<file path="config.mk">
export PLATFORM = sky130hd
export DESIGN_NAME = pm_handshake_regs
export DESIGN_NICKNAME = d
export VERILOG_FILES = /design/src/rtl/pm_hs_pkg.sv /design/src/rtl/pm_req_flags.sv /design/src/rtl/pm_wake_ctl.sv /design/src/rtl/pm_swrst_ctl.sv /design/src/rtl/pm_handshake_regs.sv
export SDC_FILE = /design/constraint.sdc
export NUM_CORES = 1
export LEC_CHECK = 0
export BUFFER_PORTS_ARGS = -buffer_cell sky130_fd_sc_hd__buf_4
export CAP_MARGIN = 20
export CORE_ASPECT_RATIO = 1.25
export CORE_UTILIZATION = 31
export DETAILED_ROUTE_END_ITERATION = 12
export GPL_ROUTABILITY_DRIVEN = 0
export PLACE_DENSITY = 0.87
export SLEW_MARGIN = 10
export SYNTH_ARGS = -nofsm -noshare
export SYNTH_HDL_FRONTEND = slang
export SYNTH_SLANG_ARGS = --single-unit
</file>
<file path="constraint.sdc">
create_clock -name clk -period 1.3 [get_ports clk]
set_input_delay 0.13 -clock clk [delete_from_list [all_inputs] [get_ports clk]]
set_output_delay 0.13 -clock clk [all_outputs]
set_load 0.02 [all_outputs]
</file>
<file path="src/rtl/pm_hs_pkg.sv">
package pm_hs_pkg;
  localparam int LREG_W   = 32;
  localparam int LADDR_W  = 4;
  localparam int CFG_W    = 16;
  localparam int RDY_BIT  = 31;
  localparam int WAKE_BIT = 30;
  localparam int NREQ     = 3;
  localparam int PS_W     = 2;
  localparam int EN_BIT   = 8;
  localparam int STAT_BIT = 15;
  localparam int ACK_BIT  = 0;
  localparam logic [LADDR_W-1:0] OFF_PWR = 4'd0;
  localparam logic [LADDR_W-1:0] OFF_RST = 4'd1;

  typedef enum logic [PS_W-1:0] {PS_D0 = 2'b00, PS_D1 = 2'b01, PS_D2 = 2'b10, PS_D3 = 2'b11} pstate_e;

  // request flag index -> (state it tracks, bit position in the register)
  function automatic pstate_e req_state(input int idx);
    case (idx)
      0:       return PS_D0;
      1:       return PS_D1;
      default: return PS_D3;
    endcase
  endfunction

  function automatic int req_bit(input int idx);
    case (idx)
      0:       return 3;
      1:       return 2;
      default: return 0;
    endcase
  endfunction
endpackage

</file>
<file path="src/rtl/pm_req_flags.sv">
module pm_req_flags
  import pm_hs_pkg::*;
#(
  parameter int N = NREQ
) (
  input  logic         clk,
  input  logic         rst,
  input  logic         ps_wr,
  input  pstate_e      ps_val,
  input  logic         loc_wr,
  input  logic [N-1:0] loc_clr,
  input  logic         loc_rdy,
  output logic [N-1:0] req,
  output logic         ready
);
  for (genvar i = 0; i < N; i++) begin : g_flag
    logic set_i;
    assign set_i = ps_wr && (ps_val == req_state(i));
    always_ff @(posedge clk) begin
      if (rst)                       req[i] <= 1'b0;
      else if (set_i)                req[i] <= 1'b1;
      else if (loc_wr && loc_clr[i]) req[i] <= 1'b0;
    end
  end

  always_ff @(posedge clk) begin
    if (rst)         ready <= 1'b0;
    else if (ps_wr)  ready <= 1'b0;
    else if (loc_wr) ready <= loc_rdy;
  end
endmodule

</file>
<file path="src/rtl/pm_wake_ctl.sv">
module pm_wake_ctl (
  input  logic clk,
  input  logic rst,
  input  logic loc_wake,
  input  logic h_cfg_we,
  input  logic h_en_val,
  input  logic h_stat_w1,
  output logic pend,
  output logic pme_en,
  output logic pme_n
);
  logic pend_nxt, en_nxt;

  always_comb begin
    pend_nxt = pend;
    if (loc_wake)                  pend_nxt = 1'b1;
    else if (h_cfg_we && h_stat_w1) pend_nxt = 1'b0;
    en_nxt = h_cfg_we ? h_en_val : pme_en;
  end

  always_ff @(posedge clk) begin
    if (rst) begin
      pend   <= 1'b0;
      pme_en <= 1'b0;
      pme_n  <= 1'b1;
    end else begin
      pend   <= pend_nxt;
      pme_en <= en_nxt;
      pme_n  <= ~(pend_nxt & en_nxt);
    end
  end
endmodule

</file>
<file path="src/rtl/pm_swrst_ctl.sv">
module pm_swrst_ctl (
  input  logic clk,
  input  logic rst,
  input  logic h_trig,
  input  logic loc_ack,
  output logic req
);
  always_ff @(posedge clk) begin
    if (rst)          req <= 1'b0;
    else if (h_trig)  req <= 1'b1;
    else if (loc_ack) req <= 1'b0;
  end
endmodule

</file>
<file path="src/rtl/pm_handshake_regs.sv">
module pm_handshake_regs
  import pm_hs_pkg::*;
(
  input  logic               clk,
  input  logic               rst,
  input  logic               h_wr,
  input  logic [1:0]         h_be,
  input  logic [CFG_W-1:0]   h_wdata,
  input  logic               h_swrst_wr,
  output logic [CFG_W-1:0]   h_pmcs_rdata,
  output logic [LREG_W-1:0]  h_pwr_view,
  input  logic [LADDR_W-1:0] l_addr,
  input  logic               l_wr,
  input  logic [LREG_W-1:0]  l_wdata,
  output logic [LREG_W-1:0]  l_rdata,
  output logic               pme_n,
  output logic               l_irq
);
  logic              ps_wr, loc_pwr_wr, loc_rst_wr;
  logic [NREQ-1:0]   req, loc_clr;
  logic              ready, pend, pme_en, rst_req;
  pstate_e           pstate;
  logic [LREG_W-1:0] pwr_reg, rd_mux;

  assign ps_wr      = h_wr && h_be[0];
  assign loc_pwr_wr = l_wr && (l_addr == OFF_PWR);
  assign loc_rst_wr = l_wr && (l_addr == OFF_RST);

  for (genvar i = 0; i < NREQ; i++) begin : g_clr
    assign loc_clr[i] = l_wdata[req_bit(i)];
  end

  always_ff @(posedge clk) begin
    if (rst)        pstate <= PS_D0;
    else if (ps_wr) pstate <= pstate_e'(h_wdata[PS_W-1:0]);
  end

  pm_req_flags #(.N(NREQ)) u_flags (
    .clk(clk), .rst(rst), .ps_wr(ps_wr), .ps_val(pstate_e'(h_wdata[PS_W-1:0])),
    .loc_wr(loc_pwr_wr), .loc_clr(loc_clr), .loc_rdy(l_wdata[RDY_BIT]),
    .req(req), .ready(ready)
  );

  pm_wake_ctl u_wake (
    .clk(clk), .rst(rst), .loc_wake(loc_pwr_wr && l_wdata[WAKE_BIT]),
    .h_cfg_we(h_wr && h_be[1]), .h_en_val(h_wdata[EN_BIT]), .h_stat_w1(h_wdata[STAT_BIT]),
    .pend(pend), .pme_en(pme_en), .pme_n(pme_n)
  );

  pm_swrst_ctl u_swrst (
    .clk(clk), .rst(rst), .h_trig(h_swrst_wr),
    .loc_ack(loc_rst_wr && l_wdata[ACK_BIT]), .req(rst_req)
  );

  always_comb begin
    pwr_reg          = '0;
    pwr_reg[RDY_BIT] = ready;
    for (int i = 0; i < NREQ; i++) pwr_reg[req_bit(i)] = req[i];
  end

  always_comb begin
    rd_mux = '0;
    if (l_addr == OFF_PWR)      rd_mux = pwr_reg;
    else if (l_addr == OFF_RST) rd_mux[ACK_BIT] = rst_req;
  end

  always_ff @(posedge clk) begin
    if (rst) l_rdata <= '0;
    else     l_rdata <= rd_mux;
  end

  always_comb begin
    h_pmcs_rdata           = '0;
    h_pmcs_rdata[PS_W-1:0] = pstate;
    h_pmcs_rdata[EN_BIT]   = pme_en;
    h_pmcs_rdata[STAT_BIT] = pend;
  end

  assign h_pwr_view = pwr_reg;
  assign l_irq      = rst_req;
endmodule

</file>
==> results.sh, run 1 <==
export IMPL_setup_violations=0
export IMPL_grt_max_degree=12
export IMPL_yosysSeqAreaShare_pct=26.1
export IMPL_ctsRootBufferMaster="clkbuf_8"
export IMPL_max_freq_ghz=1.06
export IMPL_dpl_worst_slack_ns=0.116
export IMPL_overflow=0
export IMPL_drive_above_1_share_pct=25.2
export IMPL_p_per_area_nw_per_um2=1020
export IMPL_crit_type="in -> reg"
export IMPL_leakage_nw=0.605
export IMPL_worst_ep_arrival_time_ns=1.07
export IMPL_final_area_um2=1140
export IMPL_switchingPower_mw=0.393
export IMPL_cp_slowest_stage_delay_ns=0.57
export IMPL_drt_first_pass_iters=4
export IMPL_dpl_instance_area_um2=1090
export IMPL_post_cts_buffers=0
export IMPL_period_needed_ns=0.948
export IMPL_ioPinCount=141
export IMPL_insertedDiodeCount=0
export IMPL_p_int_mw=0.775
export IMPL_path_clk_slew_ns=0.06
export IMPL_min_path_cells=3
export IMPL_cap_violations=0
export IMPL_rsz0062_at_grt="false"
export IMPL_ctsHoldBuffers=0
export IMPL_cts_buffers=3
export IMPL_antenna_found_initial=0
export IMPL_hold_class="in -> reg"
export IMPL_yosysUniqueCellTypes=24
export IMPL_crit_fanout=5
export IMPL_status="complete, no violations"
export IMPL_h_tree_depth=1
export IMPL_cts_tree="built"
export IMPL_core_area_um2=3250
export IMPL_dp_cells=196
export IMPL_yosysWarnings=0
export IMPL_cp_start_kind="input pin"
export IMPL_ys_ff_latch=14
export IMPL_synthCells=131
export IMPL_insertion_delay_ns=0.24
export IMPL_synth_area_um2=1070
export IMPL_clock_skew_ns=0.000224
export IMPL_grt_pass1_vias=548
export IMPL_layout_commonest_cell="conb_1"
export IMPL_wl_um=1680
export IMPL_r2r_cells=3
export IMPL_ir_drop_v=0.000770
export IMPL_wl_per_cell_um=8.40
export IMPL_placementRows=23
export IMPL_die_w_um=54.7
export IMPL_fin_nets=223
export IMPL_cp_top_family="simple AND/OR/NAND/NOR gates"
export IMPL_postRouteAntennaNets=0
export IMPL_switching_share_pct=33.6
export IMPL_path_cells="buf_4 -> or4_4 -> o21ai_1 -> a221oi_1"
export IMPL_area_growth_pct=6.17
export IMPL_hold_viol_final=0
export IMPL_cts_sinks=14
export IMPL_worst_ep_required_time_ns=1.43
export IMPL_crit_slowest_cell="or4_4"
export IMPL_grtUsageTotal_pct=8.93
export IMPL_final_cell_mix="68 x conb_1, 34 x buf_4, 14 x dfxtp_1"
export IMPL_hpwl_um=1390
export IMPL_fin_cells=200
export IMPL_period_share_pct=72.9
export IMPL_num_vias=746
export IMPL_port_buffer_count=33
export IMPL_seq_power_share_pct=38.2
export IMPL_setup_ws_ns=0.352
export IMPL_vias_per_cell=3.73
export IMPL_r2r_slack_ns=0.40
export IMPL_clockPowerShare_pct=36.1
export IMPL_drc_errors=0
export IMPL_dieArea_um2=3710
export IMPL_power_mw=1.17
export IMPL_syn_area_per_cell_um2=8.20
export IMPL_finalSetupTns_ns=0
export IMPL_worst_setup_path_end_kind="register"
export IMPL_cts_resized_gates=0
export IMPL_grt_pass1_wl_um=2320
export IMPL_cts_max_path_buffers=2
export IMPL_path_depth=4
export IMPL_die_y_um=67.8
export IMPL_cp_num_buf_inv=1
export IMPL_timing_final_max_slew_violations=0
export IMPL_pwr_share_comb_pct=25.7
export IMPL_drt_iter0_drc=6
export IMPL_start_util_pct=33.1
-- through the flow --
| stage | util (%) | hold slack, ns |
|---|---|---|
| after global routing | 35.1 | 0.119 |
| after floorplan | - | 0.241 |
| final | 35.1 | 0.119 |
| after CTS | 35.1 | 0.119 |
| after detailed placement | 33.4 | 0.377 |
| after global placement | 33.4 | 0.371 |
-- per-layer routing --
metal / wire length (µm) / share of wire (%) / up-vias / global-route usage, %
met5: 0 / 0 / - / 0
met4: 10 / 0.60 / 0 / 5.77
met3: 259 / 15 / 2 / 2.44
met2: 825 / 49 / 72 / 14.9
met1: 586 / 35 / 321 / 9.55
li1: - / - / 351 / -
-- Yosys cell counts --
library cell | count | area [µm²]
a21oi_1 | 7 | 35.0
clkbuf_1 | 1 | 3.75
mux2i_1 | 1 | 10.0
buf_2 | 1 | 5.00
nand2_1 | 7 | 26.3
or3_1 | 2 | 12.5
nor2b_1 | 1 | 6.26
inv_1 | 2 | 7.51
nand4b_1 | 1 | 8.76
buf_4 | 71 | 533
a21bo_2 | 1 | 10.0
conb_1 | 1 | 3.75
nand3_1 | 6 | 30.0
and2_1 | 3 | 18.8
nor4_1 | 1 | 6.26
dfxtp_1 | 14 | 280
or4_4 | 1 | 11.3
nand4_1 | 1 | 6.26
nor2_4 | 1 | 11.3
nor3_1 | 1 | 5.00
o21ai_0 | 1 | 5.00
o21ai_1 | 4 | 20.0
a221oi_1 | 1 | 8.76
a32o_1 | 1 | 10.0
-- cells by family (layout without fill, tap and decap cells) --
family	Yosys count	in the layout	share of synthesized area (%)
other	1	68	0.349
DFF	14	14	26.1
and+or+nand+nor	25	25	13.3
buffers and inverters	75	40	51.1
AOI/OAI and AO/OA	15	15	8.26
muxes	1	1	0.931
-- layout make-up --
cell class                 count  area [µm²]
sequential                    14         280
tap                           37        46.3
inverter                       2        7.51
timing repair buffer          34         255
multi-input combinational    109         497
fill                         346        2110
clock buffer                   4        55.1
-- worst paths after layout --
kind,startpoint,endpoint
worst min-delay path,h_swrst_wr,u_swrst.req
worst min register to register,pstate[0],pstate[0]
worst max register to register,u_wake.pme_en,u_wake.pme_n
worst max-delay path,l_addr[1],u_flags.ready
-- worst reg2reg max path, stage by stage, from the launching register on --
cell and delay, ns:
dfxtp_1 0.33, a21bo_2 0.22, a21oi_1 0.18, nand2_1 0.06
-- power groups by stage --
| stage | clock network (mW) | logic, mW | registers (mW) |
|---|---|---|---|
| global placement | 0 | 0.295 | 0.456 |
| global route | 0.460 | 0.326 | 0.448 |
| detailed placement | 0 | 0.297 | 0.456 |
| CTS | 0.435 | 0.297 | 0.446 |
| finish | 0.422 | 0.300 | 0.446 |
| floorplan | 0 | 0.366 | 0.466 |
-- registers in the layout, indices dropped and copies added (netlist names) --
register       flops
u_swrst.req        1
u_wake.pend        1
pstate             2
l_rdata            4
u_wake.pme_n       1
u_wake.pme_en      1
u_flags.req        3
u_flags.ready      1
No activity file was read; power rests on OpenSTA's default activity.
==> run 2: changes to the inputs <==
==> constraint.sdc (replaced) <==
create_clock -name clk -period 0.9 [get_ports clk]
set_input_delay 0.09 -clock clk [delete_from_list [all_inputs] [get_ports clk]]
set_output_delay 0.09 -clock clk [all_outputs]
set_load 0.02 [all_outputs]
==> run 2 against run 1 <==
The run now ends with negative setup slack left. Die area is the same. Critical path depth is the same. Sequential share of layout area down 0.75 points. First-iteration DRC count unchanged. Routed wire length increased by 3.9%. Final area is 3.6% higher. Critical endpoint unchanged. Largest cell class unchanged. Largest power group unchanged.
==> results.sh, run 2 (synthesis gave the netlist of run 1 again) <==
export IMPL_area_growth_pct=10.0
export IMPL_r2r_end="u_wake.pme_n"
export IMPL_p_per_area_nw_per_um2=1340
export IMPL_postRouteAntennaNets=0
export IMPL_overflow=0
export IMPL_r2r_start="u_wake.pme_en"
export IMPL_wl_um=1750
export IMPL_dpl_worst_slack_ns=-0.266
export IMPL_period_needed_ns=0.918
export IMPL_path_clk_slew_ns=0.05
export IMPL_die_y_um=67.8
export IMPL_insertion_delay_ns=0.24
export IMPL_ir_drop_v=0.000631
export IMPL_drive_above_1_share_pct=30.7
export IMPL_hold_path_endpoint="u_swrst.req"
export IMPL_min_path_cells=3
export IMPL_rsz0062_at_grt="true"
export IMPL_cts_max_path_buffers=2
export IMPL_dp_cells=198
export IMPL_antenna_found_initial=0
export IMPL_drc_errors=0
export IMPL_finalSetupTns_ns=-0.0182
export IMPL_leakage_nw=0.609
export IMPL_cap_violations=0
export IMPL_largest_register="l_rdata"
export IMPL_grt_pass1_wl_um=2320
export IMPL_clock_skew_ns=0.00374
export IMPL_reg_largest_list="l_rdata x4, u_flags.req x3, pstate x2"
export IMPL_cts_sinks=14
export IMPL_final_cell_mix="68 x conb_1, 32 x buf_4, 13 x dfxtp_1"
export IMPL_largest_register_ffs=4
export IMPL_r2r_slack_ns=0.04
export IMPL_timing_final_max_slew_violations=0
export IMPL_hpwl_um=1420
export IMPL_crit_fanout=5
export IMPL_worst_setup_path_end_kind="register"
export IMPL_drt_iter0_drc=6
export IMPL_grt_pass1_vias=562
export IMPL_wl_per_cell_um=8.73
export IMPL_layout_commonest_cell="conb_1"
export IMPL_power_mw=1.58
export IMPL_drt_first_pass_iters=4
export IMPL_status="finished, violations left"
export IMPL_worst_ep_required_time_ns=1.02
export IMPL_h_tree_depth=1
export IMPL_start_util_pct=33.1
export IMPL_ctsRootBufferMaster="clkbuf_8"
export IMPL_max_freq_ghz=1.09
export IMPL_whs_ns=0.0885
export IMPL_hp_start="h_swrst_wr"
export IMPL_ioPinCount=141
export IMPL_post_cts_buffers=0
export IMPL_r2r_cells=3
export IMPL_worst_ep_arrival_time_ns=1.04
export IMPL_violations="negative setup slack"
export IMPL_vias_per_cell=3.67
export IMPL_num_vias=734
export IMPL_insertedDiodeCount=0
export IMPL_fin_nets=224
export IMPL_crit_type="in -> reg"
export IMPL_cts_buffers=3
export IMPL_port_buffer_count=33
export IMPL_cts_tree="built"
export IMPL_hold_viol_final=0
export IMPL_grt_max_degree=12
export IMPL_startpoint="l_addr[2]"
export IMPL_die_w_um=54.7
export IMPL_cp_start_kind="input pin"
export IMPL_period_share_pct=102
export IMPL_core_area_um2=3250
export IMPL_hold_class="in -> reg"
export IMPL_grtUsageTotal_pct=8.85
export IMPL_placementRows=23
export IMPL_fin_cells=200
export IMPL_setup_ws_ns=-0.0182
export IMPL_setup_violations=1
export IMPL_dieArea_um2=3710
==> run 2: worst max path at each step <==
stage	to	slack (ns)	cells past startpoint
CTS	u_flags.req[0]	-0.003	4
global route	u_flags.ready	-0.02	4
global placement	u_flags.req[1]	-0.22	4
floorplan	u_flags.ready	-0.09	3
detailed placement	u_flags.ready	-0.27	4
finish	u_flags.ready	-0.02	4
==> run 2: stage by stage <==
stage | utilization, % | cell area, µm²
CTS | 35.4 | 1150
global route | 36.4 | 1180
detailed placement | 33.9 | 1100
floorplan | - | 1330
global placement | 33.9 | 1100
finish | 36.4 | 1180
==> run 2: metal layers <==
layer	up-vias	GRT usage (%)	share of wire, %
li1	351	-	-
met1	315	8.64	32
met2	66	16.6	52
met3	2	2.44	15
met4	0	3.85	0.86
met5	-	0	0
==> run 2: layout make-up <==
cell class                      instances  area, µm²
Timing Repair Buffer                   35        274
Tap cell                               37       46.3
Inverter                                2       7.51
Multi-Input combinational cell        109        532
Sequential cell                        14        282
Clock buffer                            3       41.3
Fill cell                             335       2070
==> run 2: critical path: stages <==
cell and delay, ns:
buf_6 0.10, or4_4 0.59, o21ai_2 0.18, a221oi_2 0.07
==> run 2: report_power, final <==
group	leakage, nW	internal (mW)	switching, mW
clock	0.0216	0.294	0.190
sequential	0.114	0.637	0.0103
combinational	0.474	0.106	0.347
total	0.609	1.04	0.546
==> run 2: repair_timing <==
action	CTS	global route
pin swaps	0	6
endpoints found under the setup margin	3	7
hold buffers	0	0
resized for setup	3	9
==> run 3: changes to the inputs <==
--- a/config.mk
+++ b/config.mk
@@ -5,13 +5,14 @@
 export SDC_FILE = /design/constraint.sdc
 export NUM_CORES = 1
 export LEC_CHECK = 0
+export ABC_AREA = 1
 export BUFFER_PORTS_ARGS = -buffer_cell sky130_fd_sc_hd__buf_4
 export CAP_MARGIN = 20
 export CORE_ASPECT_RATIO = 1.25
-export CORE_UTILIZATION = 31
+export CORE_UTILIZATION = 32
 export DETAILED_ROUTE_END_ITERATION = 12
 export GPL_ROUTABILITY_DRIVEN = 0
-export PLACE_DENSITY = 0.87
+export PLACE_DENSITY = 0.89
 export SLEW_MARGIN = 10
 export SYNTH_ARGS = -nofsm -noshare
 export SYNTH_HDL_FRONTEND = slang
==> run 3 against run 2 <==
The run now ends clean. Hold slack got worse by 0.049 ns. Maximum frequency increased by 7.1%. Final area decreased by 0.74%. Synthesized cell count increased by 9.9%. Sequential cell count unchanged. Routed wire length increased by 0.92%. Count of clock-buffer cells in the layout increased by 1. First-iteration DRC count increased to 3.0 times the previous value. Critical path type is now reg -> out. Critical endpoint is now l_irq.
==> results.sh, run 3 <==
export IMPL_drc_errors=0
export IMPL_wl_per_cell_um=8.20
export IMPL_min_path_cells=2
export IMPL_cp_slowest_stage_delay_ns=0.36
export IMPL_cp_num_buf_inv=1
export IMPL_hold_viol_final=0
export IMPL_cap_violations=0
export IMPL_h_tree_depth=1
export IMPL_die_w_um=54.4
export IMPL_period_share_pct=95.3
export IMPL_cts_resized_gates=0
export IMPL_overflow=0
export IMPL_largest_register="l_rdata"
export IMPL_final_cell_mix="68 x conb_1, 34 x buf_4, 18 x nand2_1"
export IMPL_core_area_um2=3250
export IMPL_p_int_mw=1.12
export IMPL_clock_skew_ns=0.00173
export IMPL_yosysSeqAreaShare_pct=25.5
export IMPL_ys_top_cells_by_count="71 x buf_4, 18 x nand2_1, 14 x dfxtp_1"
export IMPL_hold_path_endpoint="u_wake.pend"
export IMPL_cts_buffers=3
export IMPL_dieArea_um2=3670
export IMPL_ys_ff_latch=14
export IMPL_synth_largest_area_cell="buf_4"
export IMPL_r2r_cells=3
export IMPL_cts_max_path_buffers=2
export IMPL_finalSetupTns_ns=0
export IMPL_syn_area_per_cell_um2=7.63
export IMPL_die_y_um=67.5
export IMPL_rsz0062_at_grt="false"
export IMPL_postRouteAntennaNets=0
export IMPL_hp_start="rst"
export IMPL_wl_um=1760
export IMPL_ir_drop_v=0.000699
export IMPL_r2r_end="u_wake.pme_n"
export IMPL_leakage_nw=0.652
export IMPL_path_clk_slew_ns=0.06
export IMPL_ioPinCount=141
export IMPL_r2r_start="u_wake.pme_en"
export IMPL_grt_pass1_wl_um=2590
export IMPL_yosysWarnings=0
export IMPL_worst_ep_required_time_ns=0.81
export IMPL_cts_tree="built"
export IMPL_period_needed_ns=0.857
export IMPL_area_growth_pct=6.83
export IMPL_seq_power_share_pct=38.0
export IMPL_clockPowerShare_pct=35.9
export IMPL_synth_edf_count=0
export IMPL_grt_max_degree=10
export IMPL_crit_fanout=3
export IMPL_grtUsageTotal_pct=10.7
export IMPL_synth_area_um2=1100
export IMPL_layout_commonest_cell="conb_1"
export IMPL_antenna_found_initial=0
export IMPL_cp_top_family="flip-flops"
export IMPL_synth_area_top_cells="buf_4 49%, dfxtp_1 26%, nand2_1 6.2%, nor2_1 3.1%, nand3_1 2.7%"
export IMPL_setup_violations=0
export IMPL_port_buffer_count=33
export IMPL_insertedDiodeCount=0
export IMPL_drive_above_1_share_pct=25.8
export IMPL_synth_flop_cell="dfxtp_1"
export IMPL_timing_final_max_slew_violations=0
export IMPL_switching_share_pct=34.2
export IMPL_crit_slowest_cell="dfxtp_1"
export IMPL_p_per_area_nw_per_um2=1450
export IMPL_hold_class="in -> reg"
export IMPL_worst_setup_path_end_kind="output pin"
export IMPL_path_cells="buf_4"
export IMPL_reg_largest_list="l_rdata x4, u_flags.req x3, pstate x2"
export IMPL_fin_nets=238
export IMPL_power_mw=1.71
export IMPL_cts_sinks=14
export IMPL_ctsRootBufferMaster="clkbuf_8"
export IMPL_crit_type="reg -> out"
export IMPL_largest_register_ffs=4
export IMPL_status="complete, no violations"
export IMPL_drt_iter0_drc=18
export IMPL_hpwl_um=1500
export IMPL_placementRows=23
export IMPL_vias_per_cell=3.69
export IMPL_async_reset_ff_share_pct=0
export IMPL_yosysMostFrequentCell="buf_4"
export IMPL_start_util_pct=33.8
export IMPL_worst_ep_arrival_time_ns=0.77
export IMPL_insertion_delay_ns=0.25
export IMPL_max_freq_ghz=1.17
export IMPL_utilization_pct=36.1
export IMPL_switchingPower_mw=0.582
export IMPL_cp_start_kind="register"
export IMPL_synthCells=144
export IMPL_post_cts_buffers=0
export IMPL_num_vias=794
export IMPL_grt_pass1_vias=607
export IMPL_yosysUniqueCellTypes=16
export IMPL_synth_top_area_share_pct=48.5
export IMPL_ctsHoldBuffers=0
export IMPL_r2r_slack_ns=0.18
export IMPL_pwr_share_comb_pct=26.2
export IMPL_drt_first_pass_iters=4
run 3: cell types whose count changed in the layout (fill, tap and decap cells not counted), sizes merged, moves of 2 or more:
cell   change
nor2      +10
or3        -2
and2       -3
nand2     +12
inv        +8
o22ai      +2
a21oi      -2
o21ai      -2
run 3: worst max-delay path by stage:
stage / slack [ns] / end / from / cells past startpoint
global route: 0.002 / h_pwr_view[3] / u_flags.req[0] / 1
global placement: 0.06 / u_wake.pme_n / l_addr[1] / 7
CTS: 0.04 / h_pwr_view[3] / u_flags.req[0] / 1
floorplan: 0.17 / l_rdata[0] / u_flags.req[2] / 2
finish: 0.04 / l_irq / u_swrst.req / 1
detailed placement: 0.05 / u_wake.pme_n / l_addr[1] / 7
run 3: cell type report:
class	count	area, µm²
Tap cell	37	46.3
Timing Repair Buffer	34	255
Multi-Input combinational cell	116	499
Sequential cell	14	280
Clock buffer	4	55.1
Inverter	10	37.5
Fill cell	343	2080
run 3: worst reg2reg max path, delay by kind of cell (launching register included):
family | cells | cell delay (ns)
compound gates | 1 | 0.16
flops | 1 | 0.33
simple gates | 2 | 0.13
run 3: power groups by stage:
stage | Combinational, mW | Sequential (mW) | Clock, mW
after floorplan | 0.534 | 0.676 | 0
after global routing | 0.491 | 0.649 | 0.672
final | 0.446 | 0.648 | 0.612
after global placement | 0.439 | 0.660 | 0
after CTS | 0.444 | 0.647 | 0.628
after detailed placement | 0.443 | 0.661 | 0
run 3: routing by layer:
layer / up-vias / global-route usage, % / part of all wire (%)
li1: 375 / - / -
met1: 330 / 9.29 / 32
met2: 84 / 19.1 / 50
met3: 5 / 3.38 / 15
met4: 0 / 8.65 / 3.0
met5: - / 0 / 0
run 3: per-stage QoR:
stage / cell area (µm²) / cells / hold slack (ns) / worst slack [ns]
floorplan: 1350 / 211 / 0.152 / 0.173
global placement: 1120 / 211 / 0.298 / 0.0624
detailed placement: 1120 / 211 / 0.306 / 0.0536
CTS: 1170 / 215 / 0.0375 / 0.0419
global route: 1170 / 215 / 0.0414 / 0.00166
finish: 1170 / 215 / 0.0392 / 0.0426
run 3: cell families (layout without fill, tap and decap cells):
family	Yosys count	count (layout)	share of synthesized area, %
other	1	68	0.341
and+or+nand+nor	38	38	16.7
DFF	14	14	25.5
AOI/OAI and AO/OA	10	10	5.47
buffers and inverters	81	48	51.9
